==> src/rtl/runctl_pkg.sv <==
package runctl_pkg;

  typedef enum logic [1:0] {
    REG_NONE = 2'd0,
    REG_RUN  = 2'd1,
    REG_STOP = 2'd2,
    REG_STAT = 2'd3
  } reg_sel_e;

  localparam logic [7:0] OFF_RUN  = 8'h10;
  localparam logic [7:0] OFF_STOP = 8'h18;
  localparam logic [7:0] OFF_STAT = 8'h20;

  // Mask of the low n bits, saturating at 64.
  function automatic logic [63:0] core_mask(input int unsigned n);
    logic [63:0] m;
    m = '0;
    for (int i = 0; i < 64; i++) begin
      if (i < n) m[i] = 1'b1;
    end
    return m;
  endfunction

  // Register select from the offset inside a window.
  function automatic reg_sel_e decode_offset(input logic [7:0] off);
    reg_sel_e s;
    case (off)
      OFF_RUN:  s = REG_RUN;
      OFF_STOP: s = REG_STOP;
      OFF_STAT: s = REG_STAT;
      default:  s = REG_NONE;
    endcase
    return s;
  endfunction

endpackage

==> src/rtl/runctl_decode.sv <==
module runctl_decode
  import runctl_pkg::*;
#(
  parameter int ADDR_W = 12
) (
  input  logic [ADDR_W-1:0] addr,
  output reg_sel_e          sel
);
  localparam int WIN_W = ADDR_W - 8;

  logic [WIN_W-1:0] win;
  logic             win_hit;

  assign win     = addr[ADDR_W-1:8];
  assign win_hit = (win <= WIN_W'(1));
  assign sel     = win_hit ? decode_offset(addr[7:0]) : REG_NONE;
endmodule

==> src/rtl/runctl_state.sv <==
module runctl_state #(
  parameter int          NUM_CORES = 4,
  parameter logic [63:0] BOOT_MASK = 64'h1
) (
  input  logic                 clk,
  input  logic                 rst_n,
  input  logic [NUM_CORES-1:0] run_req,
  input  logic [NUM_CORES-1:0] stop_req,
  output logic [NUM_CORES-1:0] running,
  output logic [NUM_CORES-1:0] start_pulse,
  output logic [NUM_CORES-1:0] halt_pulse
);
  localparam logic [NUM_CORES-1:0] BOOT_N = BOOT_MASK[NUM_CORES-1:0];

  logic                 boot_pend_q;
  logic [NUM_CORES-1:0] running_q;
  logic [NUM_CORES-1:0] start_q;
  logic [NUM_CORES-1:0] halt_q;
  logic [NUM_CORES-1:0] start_vec;
  logic [NUM_CORES-1:0] halt_vec;

  // Start only stopped cores; halt only running ones.
  assign start_vec = (run_req | (boot_pend_q ? BOOT_N : '0)) & ~running_q;
  assign halt_vec  = stop_req & running_q;

  always_ff @(posedge clk) begin
    if (!rst_n) begin
      boot_pend_q <= 1'b1;
      running_q   <= '0;
      start_q     <= '0;
      halt_q      <= '0;
    end else begin
      boot_pend_q <= 1'b0;
      running_q   <= (running_q | start_vec) & ~halt_vec;
      start_q     <= start_vec;
      halt_q      <= halt_vec;
    end
  end

  assign running     = running_q;
  assign start_pulse = start_q;
  assign halt_pulse  = halt_q;
endmodule

==> src/rtl/core_runctl.sv <==
module core_runctl
  import runctl_pkg::*;
#(
  parameter int          NUM_CORES = 4,
  parameter logic [63:0] BOOT_MASK = 64'h1,
  parameter int          ADDR_W    = 12
) (
  input  logic                 clk,
  input  logic                 rst_n,
  input  logic [ADDR_W-1:0]    bus_addr,
  input  logic                 bus_wr,
  input  logic [63:0]          bus_wdata,
  output logic [63:0]          bus_rdata,
  output logic [NUM_CORES-1:0] core_reset,
  output logic [NUM_CORES-1:0] core_halt
);
  localparam logic [63:0] CORE_MASK = core_mask(NUM_CORES);

  if (NUM_CORES < 1 || NUM_CORES > 64) begin : g_bad_count
    $error("core_runctl: NUM_CORES must be in 1..64");
  end
  if ((BOOT_MASK & ~CORE_MASK) != 64'd0) begin : g_bad_boot
    $error("core_runctl: BOOT_MASK selects cores beyond NUM_CORES");
  end
  if (ADDR_W < 9 || ADDR_W > 16) begin : g_bad_addr
    $error("core_runctl: ADDR_W must be in 9..16");
  end

  reg_sel_e             sel;
  logic [63:0]          wdata_masked;
  logic                 wr_run_hit;
  logic                 wr_stop_hit;
  logic                 rd_stat_hit;
  logic [NUM_CORES-1:0] run_req;
  logic [NUM_CORES-1:0] stop_req;
  logic [NUM_CORES-1:0] running_q;
  logic [63:0]          rdata_q;

  runctl_decode #(.ADDR_W(ADDR_W)) u_dec (
    .addr (bus_addr),
    .sel  (sel)
  );

  assign wdata_masked = bus_wdata & CORE_MASK;
  assign wr_run_hit   = bus_wr && (sel == REG_RUN);
  assign wr_stop_hit  = bus_wr && (sel == REG_STOP);
  assign rd_stat_hit  = (sel == REG_STAT);
  assign run_req      = wr_run_hit  ? wdata_masked[NUM_CORES-1:0] : '0;
  assign stop_req     = wr_stop_hit ? wdata_masked[NUM_CORES-1:0] : '0;

  runctl_state #(.NUM_CORES(NUM_CORES), .BOOT_MASK(BOOT_MASK)) u_state (
    .clk         (clk),
    .rst_n       (rst_n),
    .run_req     (run_req),
    .stop_req    (stop_req),
    .running     (running_q),
    .start_pulse (core_reset),
    .halt_pulse  (core_halt)
  );

  always_ff @(posedge clk) begin
    if (!rst_n) rdata_q <= '0;
    else        rdata_q <= rd_stat_hit ? 64'(running_q) : '0;
  end

  assign bus_rdata = rdata_q;
endmodule

==> config.mk <==
export PLATFORM = sky130hd
export DESIGN_NAME = core_runctl
export DESIGN_NICKNAME = d
export VERILOG_FILES = /design/src/rtl/runctl_pkg.sv /design/src/rtl/runctl_decode.sv /design/src/rtl/runctl_state.sv /design/src/rtl/core_runctl.sv
export SDC_FILE = /design/constraint.sdc
export NUM_CORES = 1
export LEC_CHECK = 0
export BUFFER_PORTS_ARGS = -buffer_cell sky130_fd_sc_hd__buf_2
export CORE_ASPECT_RATIO = 1.2
export CORE_UTILIZATION = 33
export CTS_CLUSTER_DIAMETER = 150
export CTS_CLUSTER_SIZE = 28
export DETAILED_ROUTE_END_ITERATION = 16
export PLACE_DENSITY = 0.87
export SLEW_MARGIN = 20
export SYNTH_ARGS = -nofsm -noshare
export SYNTH_HDL_FRONTEND = slang
export SYNTH_SLANG_ARGS = --single-unit
==> constraint.sdc <==
create_clock -name clk -period 1.4 [get_ports clk]
set_input_delay 0.07 -clock clk [delete_from_list [all_inputs] [get_ports clk]]
set_output_delay 0.07 -clock clk [all_outputs]
set_load 0.1 [all_outputs]
==> results.md <==
- Number of synthesized flops with an enable pin: 0
- CP required: 1.33 ns
- Most numerous cell in the Yosys netlist: buf_4
- Clock buffer depth: 2
- Layout cells sized above 1: 22.2%
- Cell row count: 22
- Most common library cells after synthesis: buf_4 (60), dfxtp_1 (17), nand2_1 (7), and4b_1 (5)
- PD cells: 1350 mW/mm^2
- Setup ws final: 0.268 ns
- Root Buffer Master: clkbuf_4
- Final-report max-slew violation count: 0
- Initial Util: 35.5%
- Antenna violations before repair: 0
- Placed Instances: 186
- Antenna viol nets, final: 0
- Worst-path clk slew: 0.09 ns
- Setup Skew: 0.00468 ns
- RSZ-0062 raised after global routing: false
- Reg-to-reg endpoint: u_state.running[0]
- Post-synth ARST share: 0%
- Cell accounting for the most synthesized area: buf_4
- Flops & latches, synth: 17
- Setup violators final: 0
- Final wirelength: 1700 um
- Slowest CP cell: buf_2
- Vias per inst: 3.92
- Synth Instances: 122
- Residual DRC: 0
- Die ar.: 0.00362 mm^2
- ANT cells: 0
- Post-route clock period utilization: 80.9%
- Global-route wire length before repair: 2290 um
- WL/cell: 8.78 um
- WS Path Type: reg2out
- Initial DRC Count: 17
- Critical path buffers and inverters: 1
- Area contributors post-synth: buf_4 (40%), dfxtp_1 (31%), and4b_1 (4.5%)
- Detailed Place HPWL: 1310 um
- Top_reg_cell synth: dfxtp_1
- Multi-input logic area: 538 um^2
- Max-cap violations: 0
- Status: completed
- Core region area: 0.00314 mm^2
- FF+latch area: 340 um^2
- Grt total ovfl: 0
- H-tree Lvls: 1
- Detailed Routing Iterations Pass 1: 4
- Count of cell types in the netlist: 20
- Post-synth design cell area: 0.00111 mm^2
- Dpl ws: 0.156 ns
- Chain of cells forming the critical path: buf_2
- Syn Area/Cell: 9.14 um^2
- Fillers: 311
- Dpl cell area: 0.00108 mm^2
- Sequential share of the synthesized area: 30.5%
- Synth warn: 0
- Port bufs: 29
- Area share of the leading cell type in the synthesized netlist: 40.4%
- Die width: 55.1 um
- Fin crit period: 1.13 ns
- P_leak: 0.618 nW
- R2R setup slack: 0.56 ns
- TritonCTS clock tree: built
- Design area: 0.00114 mm^2
- Final setup TNS: 0 ns
- Endpoints failing hold: 0
- RePlAce Congestion: 0.754
- Crit-path max FO: 1
- Number of global-route vias before repair: 543
- Crit path max-delay family: buffers and inverters
- Levels on crit path: 1
- Max Fclk: 883 MHz
- Cts bufs inserted: 3
- Routed vias: 760
- # nets final: 238
- Slowest stage delay, CP: 0.43 ns
- Launch point of the worst reg-to-reg path: u_state.running[0]
- CTS sink cnt: 17
- Synth-to-layout area growth: 2.47%
- Startpoint types: flip-flop
- Finished Layout Cells: 194
- Critical Path Source: u_state.start_pulse[2]
- Latest clock arrival within the worst-skew pair: 0.30 ns
- Ports: 151
- R2R depth: 3
- Die Ht: 65.7 um
- Hold Crit Class: in2reg
- Worst setup path end: core_reset[2]
- GRT Total Usage: 9.40%
- Worst endpoint data arrival time: 1.06 ns
- Crit path capture type: output pin
- Largest net degree at the start of global routing: 10
- Maximum vdd drop: 0.000715 V
## per-layer routing
metal,vias to the layer above,GRT usage [%],part of all wire (%)
met5,-,0,0
met4,0,7.50,2.9
met3,5,3.24,14
met2,62,15.2,50
met1,335,9.28,33
li1,358,-,-
## repair_timing
action / 4_1_cts / 5_1_grt
hold endpoints to repair: 4 / 0
buffers inserted: 0 / 0
gates resized for setup: 0 / 0
hold buffers: 4 / 0
endpoints found under the setup margin: 0 / 0
## worst min path at each step
stage | depth (start not counted) | endpoint | startpoint
final | 2 | u_state.boot_pend_q | rst_n
after global routing | 2 | u_state.boot_pend_q | rst_n
after CTS | 2 | u_state.boot_pend_q | rst_n
after detailed placement | 3 | u_state.halt_pulse[2] | bus_wdata[2]
after global placement | 3 | u_state.halt_pulse[0] | bus_wdata[0]
after floorplan | 1 | u_state.boot_pend_q | rst_n
## registers in the layout (all words and copies together), names as in the netlist
register,cells
bus_rdata,4
u_state.halt_pulse,4
u_state.start_pulse,4
u_state.running,4
u_state.boot_pend_q,1
## cell type report
class | count | share of cell area [%]
well taps | 36 | 3.94
clock buffers | 4 | 2.30
repair buffers | 33 | 16.2
inverters | 2 | 0.657
flip-flops and latches | 17 | 29.8
multi-input cells | 102 | 47.1
## worst reg2reg max path: cells and delay by family, from the launching register on
kind | cells | cell delay, ns
compound gates | 3 | 0.36
flops | 1 | 0.41
## cell families (layout without fill, tap and decap cells)
kind of cell / count (synthesis) / in the layout / synth area share [%]
other cells: 1 / 60 / 0.336
mux: 3 / 3 / 2.69
compound gates: 4 / 4 / 2.92
simple gates: 35 / 35 / 22.4
buf+inv: 62 / 39 / 41.1
flops: 17 / 17 / 30.5
## cells in the final DEF (no fill, tap or decap)
cell	synthesis	layout
a211oi_2	1	1
a41o_1	1	1
and2_1	4	4
and3_1	1	1
and4b_1	5	5
buf_2	0	29
clkbuf_1	0	1
clkbuf_4	0	3
conb_1	1	60
dfxtp_1	17	17
dlygate4sd3_1	0	4
inv_1	2	2
mux2i_1	3	3
nand2_1	7	7
nand2b_1	1	1
nand3_1	3	3
nand4_1	2	2
nand4b_1	1	1
nor2_1	4	4
nor3b_1	3	3
nor4_4	2	2
nor4bb_1	2	2
o21ai_0	2	2
## power by group
part           internal (mW)  total, mW  switching [mW]
logic                 0.0407      0.786           0.746
registers              0.488      0.492         0.00349
clock network          0.111      0.264           0.153
## per-stage QoR
stage                     total power, mW  hold slack, ns  util (%)
final                                1.54          0.0492      36.4
after floorplan                      1.36           0.166         -
after CTS                            1.55          0.0410      36.4
after global routing                 1.59          0.0612      36.4
after detailed placement             1.28           0.315      34.3
after global placement               1.28           0.313      34.3
Note: power is estimated with default switching activity, not from simulation.
